[config.mk]
export PLATFORM = sky130hd
export DESIGN_NAME = irq_cause_ctrl
export DESIGN_NICKNAME = d
export VERILOG_FILES = /design/src/rtl/irq_pkg.sv /design/src/rtl/irq_bus_regs.sv /design/src/rtl/irq_cause_reg.sv /design/src/rtl/irq_mask_reg.sv /design/src/rtl/irq_out_gen.sv /design/src/rtl/irq_cause_ctrl.sv
export SDC_FILE = /design/constraint.sdc
export NUM_CORES = 1
export LEC_CHECK = 0
export BUFFER_PORTS_ARGS = -buffer_cell sky130_fd_sc_hd__buf_2
export CORE_ASPECT_RATIO = 1.4
export CORE_UTILIZATION = 42
export CTS_BUF_LIST = sky130_fd_sc_hd__clkbuf_16
export DETAILED_ROUTE_END_ITERATION = 12
export GPL_TIMING_DRIVEN = 1
export PLACE_DENSITY_LB_ADDON = 0.25
export SETUP_SLACK_MARGIN = 0.3
export SLEW_MARGIN = 20
export SYNTH_ARGS = -nofsm -noshare
export SYNTH_HDL_FRONTEND = slang
export SYNTH_HIERARCHICAL = 1
export SYNTH_SLANG_ARGS = --single-unit
[constraint.sdc]
create_clock -name clk -period 2.85 [get_ports clk]
set_input_delay 0.4275 -clock clk [delete_from_list [all_inputs] [get_ports clk]]
set_output_delay 0.4275 -clock clk [all_outputs]
set_load 0.05 [all_outputs]
[src/rtl/irq_pkg.sv]
package irq_pkg;
  parameter int ADDR_W = 3;

  typedef enum logic [ADDR_W-1:0] {
    RA_CAUSE = 3'd0,
    RA_CSET  = 3'd1,
    RA_MSET  = 3'd2,
    RA_MCLR  = 3'd3,
    RA_ACLR  = 3'd4,
    RA_AMSK  = 3'd5
  } reg_addr_e;
endpackage

[src/rtl/irq_bus_regs.sv]
module irq_bus_regs
  import irq_pkg::*;
#(
  parameter int W = 32
) (
  input  logic              clk,
  input  logic              rst,
  input  logic              wr_i,
  input  logic              rd_i,
  input  logic [ADDR_W-1:0] addr_i,
  input  logic [W-1:0]      wdata_i,
  input  logic [W-1:0]      cause_i,
  input  logic [W-1:0]      mask_i,
  output logic [W-1:0]      cause_w1c_o,
  output logic              cause_rdclr_o,
  output logic [W-1:0]      cause_set_o,
  output logic [W-1:0]      mask_set_o,
  output logic [W-1:0]      mask_clr_o,
  output logic [W-1:0]      aclr_o,
  output logic [W-1:0]      amsk_o,
  output logic [W-1:0]      rdata_o
);
  logic [W-1:0] aclr_q, amsk_q, rdata_q;

  assign cause_w1c_o   = (wr_i && addr_i == RA_CAUSE) ? wdata_i : '0;
  assign cause_rdclr_o = rd_i && addr_i == RA_CAUSE;
  assign cause_set_o   = (wr_i && addr_i == RA_CSET) ? wdata_i : '0;
  assign mask_set_o    = (wr_i && addr_i == RA_MSET) ? wdata_i : '0;
  assign mask_clr_o    = (wr_i && addr_i == RA_MCLR) ? wdata_i : '0;
  assign aclr_o        = aclr_q;
  assign amsk_o        = amsk_q;
  assign rdata_o       = rdata_q;

  always_ff @(posedge clk) begin
    if (rst) begin
      aclr_q  <= '0;
      amsk_q  <= '0;
      rdata_q <= '0;
    end else begin
      if (wr_i && addr_i == RA_ACLR) aclr_q <= wdata_i;
      if (wr_i && addr_i == RA_AMSK) amsk_q <= wdata_i;
      if (rd_i) begin
        case (addr_i)
          RA_CAUSE: rdata_q <= cause_i;
          RA_MSET:  rdata_q <= mask_i;
          RA_ACLR:  rdata_q <= aclr_q;
          RA_AMSK:  rdata_q <= amsk_q;
          default:  rdata_q <= '0;
        endcase
      end
    end
  end

  AST_WRONLY_READS_ZERO: assert property (@(posedge clk) disable iff (rst)
    (rd_i && (addr_i == RA_CSET || addr_i == RA_MCLR)) |=> (rdata_o == '0));
endmodule

[src/rtl/irq_cause_reg.sv]
module irq_cause_reg #(
  parameter int W = 32
) (
  input  logic         clk,
  input  logic         rst,
  input  logic [W-1:0] evt_i,
  input  logic [W-1:0] w1c_i,
  input  logic         rdclr_i,
  input  logic [W-1:0] sw_set_i,
  input  logic [W-1:0] auto_clr_i,
  output logic [W-1:0] cause_o
);
  logic [W-1:0] cause_q, clr_mask;

  assign clr_mask = w1c_i | (rdclr_i ? cause_q : '0) | auto_clr_i;
  assign cause_o  = cause_q;

  always_ff @(posedge clk) begin
    if (rst) cause_q <= '0;
    else     cause_q <= (cause_q & ~clr_mask) | sw_set_i | evt_i;
  end

  AST_EVENT_NOT_LOST: assert property (@(posedge clk) disable iff (rst)
    (evt_i != '0) |=> ((cause_q & $past(evt_i)) == $past(evt_i)));
  AST_AUTO_CLEARED: assert property (@(posedge clk) disable iff (rst)
    (auto_clr_i != '0) |=> ((cause_q & $past(auto_clr_i & ~evt_i & ~sw_set_i)) == '0));
endmodule

[src/rtl/irq_mask_reg.sv]
module irq_mask_reg #(
  parameter int W = 32
) (
  input  logic         clk,
  input  logic         rst,
  input  logic         msg_mode_i,
  input  logic [W-1:0] amsk_i,
  input  logic [W-1:0] mask_set_i,
  input  logic [W-1:0] mask_clr_i,
  input  logic [W-1:0] cause_set_i,
  input  logic [W-1:0] cause_w1c_i,
  input  logic         rdclr_i,
  input  logic [W-1:0] auto_mask_i,
  output logic [W-1:0] mask_o
);
  logic [W-1:0] mask_q, leg_set, leg_clr, set_bits, clr_bits;

  assign leg_set  = msg_mode_i ? '0 : (cause_set_i & amsk_i);
  assign leg_clr  = msg_mode_i ? '0 : (amsk_i & (cause_w1c_i | {W{rdclr_i}}));
  assign set_bits = mask_set_i | leg_set;
  assign clr_bits = mask_clr_i | leg_clr | auto_mask_i;
  assign mask_o   = mask_q;

  always_ff @(posedge clk) begin
    if (rst) mask_q <= '0;
    else     mask_q <= (mask_q & ~clr_bits) | set_bits;
  end

  AST_MASK_CLEAR_PORT: assert property (@(posedge clk) disable iff (rst)
    (mask_clr_i != '0) |=> ((mask_q & $past(mask_clr_i)) == '0));
  AST_LEGACY_READ_MASKS: assert property (@(posedge clk) disable iff (rst)
    (!msg_mode_i && rdclr_i && cause_set_i == '0 && mask_set_i == '0)
      |=> ((mask_q & $past(amsk_i)) == '0));
endmodule

[src/rtl/irq_out_gen.sv]
module irq_out_gen #(
  parameter int W = 32
) (
  input  logic         clk,
  input  logic         rst,
  input  logic         msg_mode_i,
  input  logic [W-1:0] cause_i,
  input  logic [W-1:0] mask_i,
  input  logic [W-1:0] aclr_i,
  input  logic [W-1:0] amsk_i,
  output logic [W-1:0] auto_clr_o,
  output logic [W-1:0] auto_mask_o,
  output logic [W-1:0] vec_irq_o,
  output logic         line_irq_o
);
  logic [W-1:0] pend_q, fire, vec_q;
  logic         line_q;

  for (genvar g = 0; g < W; g++) begin : g_bit
    assign fire[g] = cause_i[g] & mask_i[g] & ~pend_q[g];
    always_ff @(posedge clk) begin
      if (rst) begin
        pend_q[g] <= 1'b0;
        vec_q[g]  <= 1'b0;
      end else begin
        pend_q[g] <= cause_i[g] & mask_i[g];
        vec_q[g]  <= msg_mode_i & fire[g];
      end
    end
  end

  always_ff @(posedge clk) begin
    if (rst) line_q <= 1'b0;
    else     line_q <= !msg_mode_i && ((cause_i & mask_i) != '0);
  end

  assign auto_clr_o  = msg_mode_i ? (fire & aclr_i) : '0;
  assign auto_mask_o = msg_mode_i ? (fire & amsk_i) : '0;
  assign vec_irq_o   = vec_q;
  assign line_irq_o  = line_q;

  AST_VEC_SINGLE_CYCLE: assert property (@(posedge clk) disable iff (rst)
    (vec_irq_o != '0) |=> ((vec_irq_o & $past(vec_irq_o)) == '0));
  AST_LINE_QUIET_IN_MSG: assert property (@(posedge clk) disable iff (rst)
    msg_mode_i |=> !line_irq_o);
  AST_VEC_QUIET_IN_LEGACY: assert property (@(posedge clk) disable iff (rst)
    !msg_mode_i |=> (vec_irq_o == '0));
endmodule

[src/rtl/irq_cause_ctrl.sv]
module irq_cause_ctrl
  import irq_pkg::*;
#(
  parameter int W = 32
) (
  input  logic              clk,
  input  logic              rst,
  input  logic              msg_mode,
  input  logic [W-1:0]      evt,
  input  logic              bus_wr,
  input  logic              bus_rd,
  input  logic [ADDR_W-1:0] bus_addr,
  input  logic [W-1:0]      bus_wdata,
  output logic [W-1:0]      bus_rdata,
  output logic [W-1:0]      vec_irq,
  output logic              line_irq
);
  logic [W-1:0] cause, mask, aclr, amsk;
  logic [W-1:0] cause_w1c, cause_set, mask_set, mask_clr;
  logic [W-1:0] auto_clr, auto_mask;
  logic         cause_rdclr;

  irq_bus_regs #(.W(W)) u_bus (
    .clk(clk), .rst(rst), .wr_i(bus_wr), .rd_i(bus_rd), .addr_i(bus_addr),
    .wdata_i(bus_wdata), .cause_i(cause), .mask_i(mask),
    .cause_w1c_o(cause_w1c), .cause_rdclr_o(cause_rdclr), .cause_set_o(cause_set),
    .mask_set_o(mask_set), .mask_clr_o(mask_clr), .aclr_o(aclr), .amsk_o(amsk),
    .rdata_o(bus_rdata)
  );

  irq_cause_reg #(.W(W)) u_cause (
    .clk(clk), .rst(rst), .evt_i(evt), .w1c_i(cause_w1c), .rdclr_i(cause_rdclr),
    .sw_set_i(cause_set), .auto_clr_i(auto_clr), .cause_o(cause)
  );

  irq_mask_reg #(.W(W)) u_mask (
    .clk(clk), .rst(rst), .msg_mode_i(msg_mode), .amsk_i(amsk),
    .mask_set_i(mask_set), .mask_clr_i(mask_clr), .cause_set_i(cause_set),
    .cause_w1c_i(cause_w1c), .rdclr_i(cause_rdclr), .auto_mask_i(auto_mask),
    .mask_o(mask)
  );

  irq_out_gen #(.W(W)) u_out (
    .clk(clk), .rst(rst), .msg_mode_i(msg_mode), .cause_i(cause), .mask_i(mask),
    .aclr_i(aclr), .amsk_i(amsk), .auto_clr_o(auto_clr), .auto_mask_o(auto_mask),
    .vec_irq_o(vec_irq), .line_irq_o(line_irq)
  );
endmodule

==> flow_metrics.tcl, run 1 <==
set metrics [dict create \
    required_ns 3.30 \
    post_cts_buffers 0 \
    cts.sinks 225 \
    cts-resized-gates 0 \
    critical_path.startpoint "bus_addr[0]" \
    crit_type "in2reg" \
    num_vias 9422 \
    dieArea_um2 26200 \
    comb_power_share_pct 8.6 \
    syn_to_final_growth_pct 15.8 \
    grt_use_met2_pct 42.4 \
    hp-class "in2reg" \
    synthArstFlopShare_pct 0 \
    status "finished, final reports clean" \
    yosysWarnings 6 \
    holdWs_ns 0.152 \
    firstDrtPassIters 5 \
    max-slew-margin-rel_pct 48.3 \
    worstMarginPinSlew_ns 0.773 \
    rrSetupSlack_ns 1.29 \
    grt_pass1_vias 9154 \
    htree_levels 1 \
    slowest_stage "nor3_4" \
    rows 68 \
    grt_max_degree 153 \
    ant_nets 0 \
    rsz0062_at_grt "false" \
    grt_first_pass_wirelength_mm 49.7 \
    muxShareOfSynthArea_pct 5.96 \
    fill_cells 2389 \
    nets 1446 \
    setup_viol 0 \
    avgSynthCellArea_um2 8.48 \
    cts_hold_buf 0 \
    yosys.area_share.simple_pct 31.7 \
    cap_violations 0 \
    syn_nets 1339 \
    syn_area_um2 10800 \
    io-pin-count 137 \
    synth_xor_area_share_pct 0 \
    drt_wl_total_mm 32.4 \
    initial_core_util_pct 43.1 \
    drive_gt1_share_pct 18.2 \
    synth_cell_types 37 \
    p_seq_share_pct 47.7 \
    dp_hpwl_mm 20.4 \
    cell_internal_pwr_mw 5.14 \
    grt_busiest_layer "met2" \
    overflow 0 \
    met3_usage_pct 3.34 \
    fin_crit_sh_pct 63.1 \
    avgRoutedWirePerCell_um 19.0 \
    p_switching_mw 1.71 \
    vias_per_cell 5.53 \
    critPathMaxStageDelay_ns 0.62 \
    min_period_ns 1.80 \
    gp_congestion 0.845 \
    drv_slew 0 \
    synth_top_family_by_area "simple AND/OR/NAND/NOR gates" \
    cts_inserted_buffers 24 \
    postLayoutCoreUtil_pct 49.9 \
    cts_buffer_depth 3 \
    synth_fa_ha_area_share_pct 0 \
    clock-root-buffer "clkbuf_16" \
    synth_compound_area_share_pct 15.2 \
    grt_use_total_pct 24.5 \
    r2r-start "u_mask/mask_o[24]$_SDFF_PP0_" \
    grt_use_met1_pct 30.7 \
    dieWidth_um 137 \
    ys_ff_latch 225 \
    syn_inst 1267 \
    skew_ns 0.0114 \
    powerDensity_nw_per_um2 550 \
    hp-start "evt[28]" \
    clock.fmax_mhz 556 \
    antenna_found_initial 4 \
    holdPathStages 3 \
    cp_data_arrival_time_ns 2.24 \
    post-route-drc-count 0 \
    ys.flop_type "dfxtp_1" \
    p_leak_nw 5.01 \
    hold_viol_final 0 \
    synth_edf_count 0 \
    tritoncts "yes" \
    worstRegToRegCells 5 \
    critPathMaxFanout 17 \
    die_h_um 191 \
    core_um2 24900 \
    p_sw_share_pct 25.0 \
    setup_tns_ns 0 \
    clk_pin_slew_worst_paths_ns 0.06 \
    cp_cell_sequence "buf_2 -> nand2_1 -> nor3_4 -> buf_4 -> and2_1 -> a31oi_1 -> a21oi_1" \
    cp-end-kind "flip-flop" \
    crit_path_start_kind "input pin" \
    clkLatencyLatePin_ns 0.52 \
    clockPowerShare_pct 43.6 \
    yosysSeqAreaShare_pct 41.9 \
    numPortBuffers 136 \
    drt_iter0_markers 524 \
    ir_drop_mv 0.469 \
]
==> per-layer routing <==
layer | up-vias | part of all wire [%]
met4 | 4 | 2.9
met3 | 59 | 5.4
met2 | 263 | 49
met1 | 4500 | 43
li1 | 4596 | -
met5 | - | 0.062
==> power groups by stage <==
stage          clock (mW)  sequential, mW  combinational (mW)
2_1_floorplan           0            3.35               0.345
3_3_place_gp            0            3.34               0.576
3_5_place_dp            0            3.34               0.585
4_1_cts              3.05            3.27               0.588
5_1_grt              3.19            3.28               0.635
6_report             2.99            3.27               0.591
==> synth_stat cells (all sizes together) (33+ instances only) <==
| cell type | count | area [µm²] |
|---|---|---|
| a21oi | 129 | 657 |
| and2 | 192 | 1210 |
| buf | 41 | 268 |
| clkbuf | 44 | 176 |
| dfxtp | 225 | 4500 |
| inv | 33 | 124 |
| mux2i | 64 | 641 |
| nand2 | 161 | 604 |
| nor2 | 131 | 492 |
==> final timing paths <==
kind,to
setup / recovery,u_mask/mask_o[28]$_SDFF_PP0_
hold / removal,u_cause/cause_o[28]$_SDFF_PP0_
setup reg to reg,u_cause/cause_o[24]$_SDFF_PP0_
hold reg to reg,u_bus/aclr_o[29]$_SDFFE_PP0P_
==> cell type report <==
| cell class | instances | area, µm² | area share, % |
|---|---|---|---|
| clock buffer | 24 | 601 | 4.82 |
| tap | 315 | 394 | 3.17 |
| inverter | 33 | 124 | 0.995 |
| timing repair buffer | 166 | 957 | 7.69 |
| clock inverter | 15 | 138 | 1.11 |
| multi-input combinational | 924 | 5730 | 46.0 |
| sequential | 225 | 4500 | 36.2 |
| antenna | 2 | 5.00 | 0.0402 |
==> metrics by stage <==
stage | setup WS [ns] | cell area (µm²) | total power, mW | cells
3_5_place_dp | 0.575 | 11700 | 3.93 | 1663
2_1_floorplan | 0.316 | 10800 | 3.69 | 1267
5_1_grt | 0.988 | 12500 | 7.10 | 1704
6_report | 1.05 | 12500 | 6.85 | 1704
4_1_cts | 1.13 | 12400 | 6.91 | 1702
3_3_place_gp | 0.558 | 11700 | 3.92 | 1662
==> layout by cell type (no fill, tap or decap), types with 2 or more instances in the layout <==
cell	count
nor3b_2	29
nor2b_1	11
and2b_1	21
o311ai_1	29
and2_1	182
nand4_1	8
nor3b_1	3
buf_4	27
and2_2	10
nor2_1	128
clkinv_2	6
nor2_2	2
nand2_1	161
or4b_2	2
clkinv_1	3
clkbuf_16	24
mux2i_1	64
or4b_1	30
nor3_4	2
diode_2	2
buf_12	2
dfxtp_1	225
o311ai_0	2
o22ai_1	32
inv_1	34
buf_2	135
nand2b_1	4
a31oi_1	32
a21oi_1	128
bufinv_16	2
nor4_1	2
a22o_1	32
==> kinds of logic after synthesis <==
family,count (synthesis)
muxes,64
AOI/OAI and AO/OA,258
buffers and inverters,118
and+or+nand+nor,602
DFF,225
==> flip-flops by register name, indices dropped and copies added, names as in the netlist <==
name	flops
u_bus/aclr_o	32
u_bus/rdata_o	32
u_out/pend_q	32
u_mask/mask_o	32
u_bus/amsk_o	32
u_out/line_irq_o	1
u_cause/cause_o	32
u_out/vec_irq_o	32
==> critical path: cells and delay by family <==
kind / cells / cell delay, ns
AOI/OAI and AO/OA: 2 / 0.27
buffers and inverters: 2 / 0.59
and+or+nand+nor: 3 / 0.95
Note: power is estimated with default switching activity, not from simulation.
==> inputs of run 2 (changes only) <==
ABC_AREA = 1   (was unset)
clock period = 1.5 ns   (was 2.85 ns; I/O delays follow)
==> run 2 against run 1 <==
Clock-buffer cell count up 1. Non-clock buffer count increased by 150. Wire length up 24%. Total power grew 97%. Hold slack lost 0.13 ns. Combinational power rose to 2.9 times the previous value. Sequential share of layout area down 7.8 points. Global-route usage rose by 2.0 points. Sequential power rose by 92%. Setup slack lost 0.84 ns. Via count increased by 37%. First-iteration DRC count grew 80%. Critical path type is now reg2out. Largest power group unchanged.
==> flow_metrics.tcl, run 2 <==
set metrics [dict create \
    status "finished, final reports clean" \
    holdPathStages 3 \
    setup_tns_ns 0 \
    rsz0062_at_grt "true" \
    post-route-drc-count 0 \
    overflow 0 \
    layout.cells.non_filler 2584 \
    yosys.area.top_type_share_pct 36.5 \
    ys_ff_latch 225 \
    htree_levels 1 \
    setup_slack_ns 0.217 \
    die_h_um 205 \
    preCtsSetupSlack_ns -0.0521 \
    vias_per_cell 5.01 \
    cts_inserted_buffers 24 \
    synth_compound_area_share_pct 8.04 \
    worstRegToRegCells 6 \
    dpl.cell_count 2468 \
    max-slew-margin-rel_pct 65.6 \
    clockPowerShare_pct 40.9 \
    final_cell_mix "398 x nor2_1, 378 x nand2_1, 272 x inv_1" \
    dp_hpwl_mm 25.9 \
    ys.flop_type "dfxtp_1" \
    drt_iter0_markers 942 \
    avgSynthCellArea_um2 6.29 \
    holdWs_ns 0.0204 \
    cp-end-kind "output port" \
    place_area_um2 14000 \
    clk_pin_slew_worst_paths_ns 0.06 \
    grt_use_total_pct 26.5 \
    final_cell_area_um2 16400 \
    cts.sinks 225 \
    rows 73 \
    cap_violations 0 \
    ant_nets 0 \
    powerDensity_nw_per_um2 821 \
    yosysMostFrequentCell "nor2_1" \
    num_vias 13000 \
    crit_cells 1 \
    io-pin-count 137 \
    tritoncts "yes" \
    clkLatencyLatePin_ns 0.54 \
    cell_internal_pwr_mw 9.76 \
    clock.fmax_mhz 779 \
    dieArea_um2 30100 \
    synth_top_family_by_area "simple AND/OR/NAND/NOR gates" \
    yosysSeqAreaShare_pct 36.5 \
    worst-path-buf-inv 1 \
    cts_buffer_depth 3 \
    finalPower_mw 13.5 \
    muxShareOfSynthArea_pct 0 \
    dieWidth_um 147 \
    synth_fa_ha_area_share_pct 0 \
    grt_max_degree 52 \
    drv_slew 0 \
    crit_path_start_kind "flip-flop" \
    postLayoutCoreUtil_pct 57.3 \
    p_leak_nw 7.19 \
    grt_first_pass_wirelength_mm 63.3 \
    yosys.area_share.simple_pct 42.1 \
    hp-class "in2reg" \
    synth_cell_types 22 \
    final_common_cell "nor2_1" \
    synth_edf_count 0 \
    numPortBuffers 136 \
    synth_area_leaders "dfxtp_1 37%, nor2_1 13%, nand2_1 12%, inv_1 8.2%, a21oi_1 6.2%" \
    gp_congestion 0.856 \
    p_seq_share_pct 46.5 \
    hold_viol_final 0 \
    avgRoutedWirePerCell_um 15.6 \
    synth_top_cell_by_area "dfxtp_1" \
    yosysWarnings 6 \
    grt_pass1_vias 12200 \
    initial_core_util_pct 43.0 \
    synthArstFlopShare_pct 0 \
    min_period_ns 1.28 \
    crit_type "reg2out" \
    setup_viol 0 \
    worstMarginPinSlew_ns 0.517 \
    core_um2 28700 \
    syn_area_um2 12300 \
    syn_nets 2032 \
    critPathMaxStageDelay_ns 0.37 \
    comb_power_share_pct 12.7 \
    critPathMaxFanout 2 \
    p_switching_mw 3.72 \
    skew_ns 0.0233 \
    cp_cell_sequence "buf_8" \
    drive_gt1_share_pct 27.4 \
    drt_wl_total_mm 40.3 \
    syn_to_final_growth_pct 33.2 \
    path_delay_family "flip-flops" \
    ir_drop_mv 0.817 \
    required_ns 1.27 \
    syn_inst 1960 \
    antenna_found_initial 1 \
    fin_crit_sh_pct 85.5 \
    nets 2264 \
    firstDrtPassIters 5 \
    synthTopCellsByCount "433 x nor2_1, 407 x nand2_1, 269 x inv_1, 225 x dfxtp_1, 154 x a21oi_1" \
    synth_xor_area_share_pct 0 \
    p_sw_share_pct 27.6 \
    slowest_stage "dfxtp_4" \
    cp_data_arrival_time_ns 1.06 \
    clock-root-buffer "clkbuf_16" \
]
[run 2: logic make-up (layout without fill, tap and decap cells)]
logic type	count (synthesis)	count (layout)
and+or+nand+nor	1161	1161
other	0	1
AOI/OAI and AO/OA	193	193
buffers and inverters	381	629
DFF	225	225
[run 2: layout make-up]
class	instances	area, µm²
repair buffers	316	3100
flip-flops and latches	225	4670
fillers	2735	12300
clock inverters	17	73.8
multi-input cells	1354	6480
diodes	1	2.50
clock buffers	25	626
well taps	375	469
inverters	271	1020
[run 2: power by group through the flow]
stage / clock network, mW / logic (mW) / registers [mW]
after global placement: 0 / 1.50 / 6.37
final: 5.51 / 1.71 / 6.27
after detailed placement: 0 / 1.51 / 6.37
after global routing: 5.85 / 1.84 / 6.28
after CTS: 5.63 / 1.67 / 6.24
after floorplan: 0 / 0.871 / 6.40
[run 2: path summary, 6_finish.rpt]
| kind | slack (ns) | start | endpoint |
|---|---|---|---|
| worst max-delay path | 0.22 | u_bus/rdata_o[1]$_SDFFE_PP0P_ | bus_rdata[1] |
| worst min-delay path | 0.02 | bus_wdata[4] | u_bus/aclr_o[4]$_SDFFE_PP0P_ |
| worst max register to register | 0.33 | u_cause/cause_o[30]$_SDFF_PP0_ | u_out/line_irq_o$_SDFF_PP0_ |
| worst min register to register | 0.48 | u_bus/aclr_o[29]$_SDFFE_PP0P_ | u_bus/aclr_o[29]$_SDFFE_PP0P_ |
[run 2: repair_timing]
action,CTS,global route
setup endpoints to repair,72,104
hold buffers,59,0
setup buffers,4,10
gates resized for setup,253,127
endpoints found under the hold margin,59,0
pin swaps,4,23
[run 2: per-layer routing]
layer	GRT usage, %	vias up	share of wire, %
li1	-	6450	-
met4	13.2	0	4.2
met1	31.5	5902	41
met5	0	-	0
met2	47.0	480	49
met3	2.85	120	6.1
